### config.mk
export PLATFORM = sky130hd
export DESIGN_NAME = macro_call_unit
export DESIGN_NICKNAME = d
export VERILOG_FILES = /design/src/rtl/mcu_pkg.sv /design/src/rtl/mc_base_reg.sv /design/src/rtl/mc_ret_regs.sv /design/src/rtl/mc_seq.sv /design/src/rtl/macro_call_unit.sv
export SDC_FILE = /design/constraint.sdc
export NUM_CORES = 1
export LEC_CHECK = 0
export ABC_AREA = 1
export BUFFER_PORTS_ARGS = -buffer_cell sky130_fd_sc_hd__buf_4
export CAP_MARGIN = 0
export CORE_MARGIN = 2
export CORE_UTILIZATION = 53
export DETAILED_ROUTE_END_ITERATION = 8
export GPL_ROUTABILITY_DRIVEN = 0
export PLACE_DENSITY_LB_ADDON = 0.3
export SLEW_MARGIN = 25
export SYNTH_ARGS = -nofsm -noshare
export SYNTH_HDL_FRONTEND = slang
export SYNTH_SLANG_ARGS = --single-unit
### constraint.sdc
create_clock -name clk -period 5.35 [get_ports clk]
set_input_delay 0.2675 -clock clk [delete_from_list [all_inputs] [get_ports clk]]
set_output_delay 0.2675 -clock clk [all_outputs]
set_load 0.005 [all_outputs]
### src/rtl/mcu_pkg.sv
package mcu_pkg;
  typedef enum logic [2:0] {
    ST_IDLE,
    ST_POINT,
    ST_REQ,
    ST_WAIT,
    ST_LOAD,
    ST_BACK,
    ST_REST
  } mc_state_e;
endpackage

### src/rtl/mc_base_reg.sv
module mc_base_reg #(
  parameter int W = 16
) (
  input  logic         clk,
  input  logic         rst_n,
  input  logic         load,
  input  logic [W-1:0] d,
  output logic [W-1:0] q
);
  always_ff @(posedge clk or negedge rst_n) begin
    if (!rst_n)    q <= '0;
    else if (load) q <= d;
  end
endmodule

### src/rtl/mc_ret_regs.sv
module mc_ret_regs #(
  parameter int W = 16
) (
  input  logic         clk,
  input  logic         rst_n,
  input  logic         cap,
  input  logic [W-1:0] pc_d,
  input  logic [W-1:0] jpc_d,
  output logic [W-1:0] pc_q,
  output logic [W-1:0] jpc_q
);
  always_ff @(posedge clk or negedge rst_n) begin
    if (!rst_n) begin
      pc_q  <= '0;
      jpc_q <= '0;
    end else if (cap) begin
      pc_q  <= pc_d;
      jpc_q <= jpc_d;
    end
  end
endmodule

### src/rtl/mc_seq.sv
module mc_seq
  import mcu_pkg::*;
#(
  parameter int ADDR_W = 16,
  parameter int BYTE_W = 8,
  parameter int VAL_W  = 8
) (
  input  logic              clk,
  input  logic              rst_n,
  input  logic              op_precall,
  input  logic              op_restore,
  input  logic [VAL_W-1:0]  mac_val,
  input  logic [ADDR_W-1:0] base,
  input  logic [ADDR_W-1:0] pc_ret,
  input  logic [ADDR_W-1:0] jpc_ret,
  output logic              cap,
  output logic              req_valid,
  input  logic              req_ready,
  output logic [ADDR_W-1:0] req_addr,
  input  logic              rsp_valid,
  input  logic [BYTE_W-1:0] rsp_data,
  output logic              pc_we,
  output logic [ADDR_W-1:0] pc_wd,
  output logic              jpc_we,
  output logic [ADDR_W-1:0] jpc_wd,
  output logic              busy
);
  localparam int NB = ADDR_W / BYTE_W;
  localparam int IW = (NB > 1) ? $clog2(NB) : 1;

  mc_state_e         st_q;
  logic [ADDR_W-1:0] ptr_q;
  logic [ADDR_W-1:0] def_q;
  logic [IW-1:0]     idx_q;
  logic              take_call, take_ret;

  assign take_call = (st_q == ST_IDLE) && op_precall;
  assign take_ret  = (st_q == ST_IDLE) && !op_precall && op_restore;
  assign cap       = take_call;

  always_ff @(posedge clk or negedge rst_n) begin
    if (!rst_n) begin
      st_q  <= ST_IDLE;
      ptr_q <= '0;
      def_q <= '0;
      idx_q <= '0;
    end else begin
      unique case (st_q)
        ST_IDLE: begin
          if (take_call) begin
            ptr_q <= base + ADDR_W'(mac_val);
            idx_q <= '0;
            st_q  <= ST_POINT;
          end else if (take_ret) begin
            st_q <= ST_REST;
          end
        end
        ST_POINT: st_q <= ST_REQ;
        ST_REQ:   if (req_ready) st_q <= ST_WAIT;
        ST_WAIT: begin
          if (rsp_valid) begin
            if (NB > 1) def_q <= {def_q[ADDR_W-BYTE_W-1:0], rsp_data};
            else        def_q <= ADDR_W'(rsp_data);
            if (idx_q == IW'(NB - 1)) begin
              st_q <= ST_LOAD;
            end else begin
              idx_q <= idx_q + 1'b1;
              st_q  <= ST_REQ;
            end
          end
        end
        ST_LOAD: st_q <= ST_BACK;
        ST_BACK: st_q <= ST_IDLE;
        ST_REST: st_q <= ST_IDLE;
        default: st_q <= ST_IDLE;
      endcase
    end
  end

  always_comb begin
    busy      = (st_q != ST_IDLE);
    pc_we     = (st_q == ST_POINT) || (st_q == ST_BACK);
    pc_wd     = (st_q == ST_POINT) ? ptr_q : pc_ret;
    jpc_we    = (st_q == ST_LOAD) || (st_q == ST_REST);
    jpc_wd    = (st_q == ST_LOAD) ? def_q : jpc_ret;
    req_valid = (st_q == ST_REQ);
    req_addr  = ptr_q + ADDR_W'(idx_q);
  end
endmodule

### src/rtl/macro_call_unit.sv
module macro_call_unit #(
  parameter int ADDR_W = 16,
  parameter int BYTE_W = 8,
  parameter int VAL_W  = 8
) (
  input  logic              clk,
  input  logic              rst_n,
  input  logic              op_set_base_i,
  input  logic              op_precall_i,
  input  logic              op_restore_i,
  input  logic [ADDR_W-1:0] acc_i,
  input  logic [ADDR_W-1:0] cpu_pc_i,
  input  logic [ADDR_W-1:0] jpc_i,
  output logic              rom_req_valid_o,
  input  logic              rom_req_ready_i,
  output logic [ADDR_W-1:0] rom_req_addr_o,
  input  logic              rom_rsp_valid_i,
  input  logic [BYTE_W-1:0] rom_rsp_data_i,
  output logic              pc_we_o,
  output logic [ADDR_W-1:0] pc_wd_o,
  output logic              jpc_we_o,
  output logic [ADDR_W-1:0] jpc_wd_o,
  output logic              busy_o
);
  logic [ADDR_W-1:0] base_q, pc_ret_q, jpc_ret_q;
  logic              cap;

  mc_base_reg #(.W(ADDR_W)) u_base (
    .clk(clk), .rst_n(rst_n), .load(op_set_base_i && !busy_o),
    .d(acc_i), .q(base_q)
  );

  mc_ret_regs #(.W(ADDR_W)) u_ret (
    .clk(clk), .rst_n(rst_n), .cap(cap), .pc_d(cpu_pc_i), .jpc_d(jpc_i),
    .pc_q(pc_ret_q), .jpc_q(jpc_ret_q)
  );

  mc_seq #(.ADDR_W(ADDR_W), .BYTE_W(BYTE_W), .VAL_W(VAL_W)) u_seq (
    .clk(clk), .rst_n(rst_n),
    .op_precall(op_precall_i), .op_restore(op_restore_i),
    .mac_val(acc_i[VAL_W-1:0]), .base(base_q),
    .pc_ret(pc_ret_q), .jpc_ret(jpc_ret_q), .cap(cap),
    .req_valid(rom_req_valid_o), .req_ready(rom_req_ready_i),
    .req_addr(rom_req_addr_o), .rsp_valid(rom_rsp_valid_i),
    .rsp_data(rom_rsp_data_i),
    .pc_we(pc_we_o), .pc_wd(pc_wd_o), .jpc_we(jpc_we_o), .jpc_wd(jpc_wd_o),
    .busy(busy_o)
  );
endmodule

==> results of run 1 <==
[synthesized netlist by cell type (5+ instances only)]
cell type,instances,area share
nand3_1,24,0.026
nand2_1,241,0.20
buf_6,5,0.012
o21ai_0,38,0.042
o21ai_1,8,0.0088
nor3_1,8,0.0088
a21oi_1,8,0.0088
inv_1,49,0.040
dfrtp_1,84,0.46
mux2_2,16,0.040
buf_2,10,0.011
nor2_1,25,0.021
ha_1,10,0.028
xor2_1,13,0.025
[flip-flops by register name (all words and copies together) (netlist names)]
name / count
u_ret.jpc_q: 16
u_seq.ptr_q: 16
u_base.q: 16
u_seq.idx_q: 1
u_seq.def_q: 16
u_ret.pc_q: 16
u_seq.st_q: 3
[logic make-up (layout without fill, tap and decap cells)]
kind of cell,count (synthesis),after routing
AO/OA/AOI/OAI,57,57
XOR/XNOR,17,17
adder cells (fa/ha/maj),11,11
buffers and inverters,72,185
flip-flops,84,84
multiplexers,16,16
AND/OR/NAND/NOR,322,322
[stage by stage]
stage / instance area (um2) / total power [mW] / std cells / util
finish: 5680 / 3.24 / 797 / 0.687
global route: 5680 / 3.53 / 797 / 0.687
CTS: 5650 / 3.23 / 796 / 0.684
detailed placement: 5410 / 2.71 / 780 / 0.656
floorplan: 4550 / 2.10 / 579 / -
global placement: 5410 / 2.64 / 780 / 0.656
[layout by cell type, fill, tap and decap left out, drive strengths merged]
cell type  Yosys  final
nand2        246    246
buf           16    115
dfrtp         84     84
inv           54     56
o21ai         47     47
nor2          29     29
nand3         28     28
mux2          16     16
xor2          13     13
ha            10     10
clkbuf         2      9
nor3           9      9
a21oi          8      8
xnor2          4      4
nand3b         4      4
or2            3      3
clkinv         0      3
bufinv         0      2
and3           1      1
and2           1      1
o22ai          1      1
nand4          1      1
a31oi          1      1
fa             1      1
[worst max-delay path: cells and delay by family (launching register included)]
kind	cells	cell delay, ns
buf+inv	1	0.13
xor+xnor	1	0.17
fa+ha+maj	2	0.42
flops	1	0.40
simple gates	4	0.69
[power breakdown]
part / switching [mW] / total, mW / internal, mW / leakage [nW]
combinational: 0.845 / 1.57 / 0.723 / 1.94
sequential: 0.219 / 1.16 / 0.937 / 1.03
clock: 0.248 / 0.518 / 0.270 / 0.117
total: 1.31 / 3.24 / 1.93 / 3.09
[how the worst max path moves through the flow]
stage / start / endpoint / slack (ns) / cells past startpoint
2_1_floorplan: u_base.q[0] / u_seq.ptr_q[6] / 3.63 / 9
6_report: u_seq.idx_q / rom_req_addr_o[12] / 2.93 / 8
5_1_grt: u_seq.idx_q / rom_req_addr_o[12] / 2.81 / 8
4_1_cts: u_seq.st_q[1] / u_seq.ptr_q[7] / 2.69 / 6
3_5_place_dp: u_seq.st_q[1] / u_seq.ptr_q[7] / 2.72 / 6
3_3_place_gp: u_seq.st_q[1] / u_seq.ptr_q[3] / 2.84 / 6
[layer usage]
layer,GRT usage,vias to the layer above
met3,0.0361,19
li1,-,2028
met4,0.0899,0
met1,0.347,1869
met5,0,-
met2,0.368,134
[cell type report]
cell class	count	share of cell area
multi-input combinational	423	0.373
sequential	84	0.370
timing repair buffer	115	0.156
inverter	54	0.0361
tap	105	0.0231
clock buffer	9	0.0218
clock inverter	7	0.0190
==> impl_metrics.toml, run 1 <==
[status]
outcome = "finished with violations"
failed_checks = "hold timing"

[final_layout]
syn_to_final_growth_pct = 24.8
regArea_mm2 = 0.00210
final_nets = 761
drive_above_1_share = 0.246
antenna_cells = 0
num-fill-cells = 673
multi_input_area_mm2 = 0.00212

[yosys]
synth_mux_area_frac = 0.0396
syn_nets = 653
yosysUniqueCellTypes = 35
synth_edf_count = 0
yosys_most_used_dff = "dfrtp_1"
synth_top_family_by_area = "simple AND/OR/NAND/NOR gates"
synth_adder_area_share = 0.0319
synth-compound-area-share = 0.0641
synth-xor-area-share = 0.0327
ys_ff_latch = 84
ys_warn_count = 0
yosys.area_share.simple = 0.298
async_reset_ff_frac = 1.00
ys_seq_area_frac = 0.462
syn-cell-area_mm2 = 0.00455
synthesis.instances = 579
syn_avg_cell_area_um2 = 7.86

[clocking]
clk_latency_ns = 0.36
cts_resized = 0
clock_sinks = 84
numCtsBuffers = 9
cts.htree.levels = 3
clk_pin_slew_worst_paths_ns = 0.09
root_buffer = "clkbuf_8"
cts_hold_buf = 0
cts.path.max_buffers = 2
tritoncts = "done"
post_cts_buffers = 0

[floorplan]
initial_core_util = 0.551
die_y_um = 96.7
core_area_mm2 = 0.00826
rows = 33
dieWidth_um = 96.7
io_pins = 115
dieArea_mm2 = 0.00934

[global_route]
grt_use_total = 0.240
antenna_found_initial = 0
grt_pass1_wl_um = 18600
grt_max_degree = 85
overflow = 0
grt_pass1_vias = 3929

[worst_setup_path]
cp_cell_sequence = "ha_1, ha_1, nand3_1, nor2_1, and3_1, nand3_1, xor2_1, buf_4"
cp_max_fo = 4
r2r_end = "u_seq.ptr_q[5]"
slowest_stage = "dfrtp_1"
rrSetupSlack_ns = 3.23
cp.arrival_ns = 2.16
criticalPathCategory = "register to output pin"
critPathCaptureType = "output pin"
cp.required_ns = 5.08
r2r_start = "u_seq.st_q[1]"
cpPeakStageDelay_ns = 0.40
startpoint_type = "register"
worstRegToRegCells = 7

[pwr]
peakVddDrop_uv = 232
p_leak_nw = 3.09
power.density_mw_per_mm2 = 571

[sta]
finalClockSkew_ns = 0.0142
worst_pin_slew_ns = 0.823
setup_tns_ns = 0
hold_violations = 72
fmax_mhz = 413
drv_slew = 0
setup_ws_ns = 2.93
rsz0062_at_grt = "false"
min_period_over_period = 0.453
timing.hold.ws_ns = -0.0629
slew_headroom = 0.451
fin_crit_ns = 2.42
setup_viol = 0

[placement]
dp_slack_ns = 2.72
hpwl_um = 7870
portBuffers = 114

[route]
wl_met3_um = 604
num_vias = 4050
viasPerCell = 5.08
drt_pass1_iterations = 5
drt_iter0_drc = 284
finalWirelength_um = 10800
top_layer = "met4"
drtAntennaViolNets = 0
wl_met1_um = 5070
route.detailed.drc = 0
met2_length_um = 4900
routedWlPerCell_um = 13.6

[run]
maxCapViolations = 0

[hold_path]
worstHoldPathType = "primary input to asynchronous set/reset pin"
Power figures use the tool's default switching activity.
==> inputs of run 2 (changes only) <==
- CORE_UTILIZATION: 53 -> 48
- clock period: 5.35 -> 2.1 ns (I/O delays scaled with it)
==> impl_metrics.toml, run 2 (synthesis gave the netlist of run 1 again) <==
[worst_setup_path]
cpPeakStageDelay_ns = 0.37
cp.required_ns = 2.00
r2r_start = "u_base.q[0]"
cp.arrival_ns = 1.93
slowest_stage = "dfrtp_1"
cp_cell_sequence = "ha_2, ha_4, nand3_2, nor2_2, and3_4, nand3_1, xor2_1, buf_4"
critPathCaptureType = "output pin"
r2r_end = "u_seq.ptr_q[6]"
startpoint_type = "register"
criticalPathCategory = "register to output pin"
cp_max_fo = 3
worstRegToRegCells = 9
rrSetupSlack_ns = 0.25

[run]
maxCapViolations = 0

[clocking]
cts.htree.levels = 3
clk_pin_slew_worst_paths_ns = 0.08
clock_sinks = 84
cts.path.max_buffers = 2
numCtsBuffers = 9
tritoncts = "done"
clk_latency_ns = 0.37
root_buffer = "clkbuf_8"

[sta]
fmax_mhz = 492
slew_headroom = 0.429
setup_tns_ns = 0
hold_violations = 0
worst_pin_slew_ns = 0.856
drv_slew = 0
min_period_over_period = 0.967
finalClockSkew_ns = 0.0105
setup_viol = 0
fin_crit_ns = 2.03

[route]
num_vias = 4307
routedWlPerCell_um = 13.8
drt_iter0_drc = 205
drtAntennaViolNets = 0
viasPerCell = 4.98
finalWirelength_um = 12000
drt_pass1_iterations = 5
route.detailed.drc = 0

[floorplan]
die_y_um = 101
rows = 35
io_pins = 115
dieArea_mm2 = 0.0103
dieWidth_um = 101
core_area_mm2 = 0.00920
initial_core_util = 0.495

[hold_path]
worstHoldPathType = "primary input to register"
holdCritStartpoint = "acc_i[1]"
worstHoldPathCells = 2
whs_endpoint = "u_base.q[1]"

[final_layout]
drive_above_1_share = 0.239
layout_commonest_cell = "nand2_1"
antenna_cells = 0
design_area_mm2 = 0.00633
mostFrequentLayoutCells = "241 x nand2_1, 119 x buf_4, 84 x dfrtp_1"
final_nets = 822
syn_to_final_growth_pct = 39.1

[status]
outcome = "complete, no violations"

[placement]
place_area_mm2 = 0.00546
portBuffers = 114
hpwl_um = 8360

[global_route]
grt_pass1_vias = 4182
antenna_found_initial = 0
overflow = 0
grt_use_total = 0.240
grt_pass1_wl_um = 19400
grt_max_degree = 52

[pwr]
p_leak_nw = 3.35
peakVddDrop_uv = 574
power.density_mw_per_mm2 = 1360
==> run 2: cell count changes in the layout (fill, tap and decap cells not counted), moves of 2 or more <==
| cell | change |
|---|---|
| inv_6 | -2 |
| ha_1 | -2 |
| dlygate4sd3_1 | +56 |
| buf_4 | +6 |
| clkbuf_8 | +2 |
==> run 2: routing by layer <==
metal | part of all wire | up-vias | GRT usage
met3 | 0.042 | 18 | 0.0345
met2 | 0.48 | 113 | 0.393
met5 | 0 | - | 0
met1 | 0.46 | 2026 | 0.334
met4 | 0.015 | 0 | 0.0676
li1 | - | 2150 | -
==> run 2: how the worst max path moves through the flow <==
stage / start / end / slack [ns] / cells after the start
final: u_seq.ptr_q[0] / rom_req_addr_o[12] / 0.07 / 8
after global routing: u_seq.idx_q / rom_req_addr_o[12] / -0.007 / 8
after CTS: u_seq.ptr_q[0] / rom_req_addr_o[12] / 0.02 / 8
after detailed placement: u_base.q[0] / u_seq.ptr_q[6] / 0.25 / 9
after global placement: u_base.q[0] / u_seq.ptr_q[6] / 0.29 / 9
after floorplan: u_base.q[0] / u_seq.ptr_q[6] / 0.38 / 9
==> run 2: worst max-delay path, delay by kind of cell (launching register included) <==
kind	cells	cell delay, ns
XOR/XNOR	1	0.15
adder cells (fa/ha/maj)	2	0.36
buffers and inverters	1	0.14
flip-flops	1	0.37
AND/OR/NAND/NOR	4	0.56
==> run 2: cell type report <==
class / count / area (um2)
Fill cell: 751 / 2870
Multi-Input combinational cell: 423 / 2150
Sequential cell: 84 / 2100
Timing Repair Buffer: 176 / 1470
Inverter: 54 / 205
Clock buffer: 11 / 151
Tap cell: 111 / 139
Clock inverter: 5 / 108
==> run 2: what timing repair did <==
item / CTS / global route
hold buffers: 56 / 0
resized for setup: 2 / 4
setup endpoints to repair: 2 / 3
pin swaps: 0 / 2
setup buffers: 1 / 2
endpoints found under the hold margin: 99 / 0
==> run 2: where the power goes <==
group	internal, mW	switching (mW)
Combinational	1.93	2.22
Sequential	2.39	0.569
Clock	0.860	0.619
==> run 2: stage by stage <==
step	setup WS [ns]	utilization	instances	power, mW	hold WS (ns)
6_report	0.0685	0.688	864	8.59	0.0174
5_1_grt	-0.00669	0.688	864	9.27	0.0178
4_1_cts	0.0193	0.684	862	8.56	0.00732
3_5_place_dp	0.253	0.593	789	6.97	0.141
3_3_place_gp	0.288	0.593	789	6.78	0.143
2_1_floorplan	0.380	-	579	5.34	-0.191
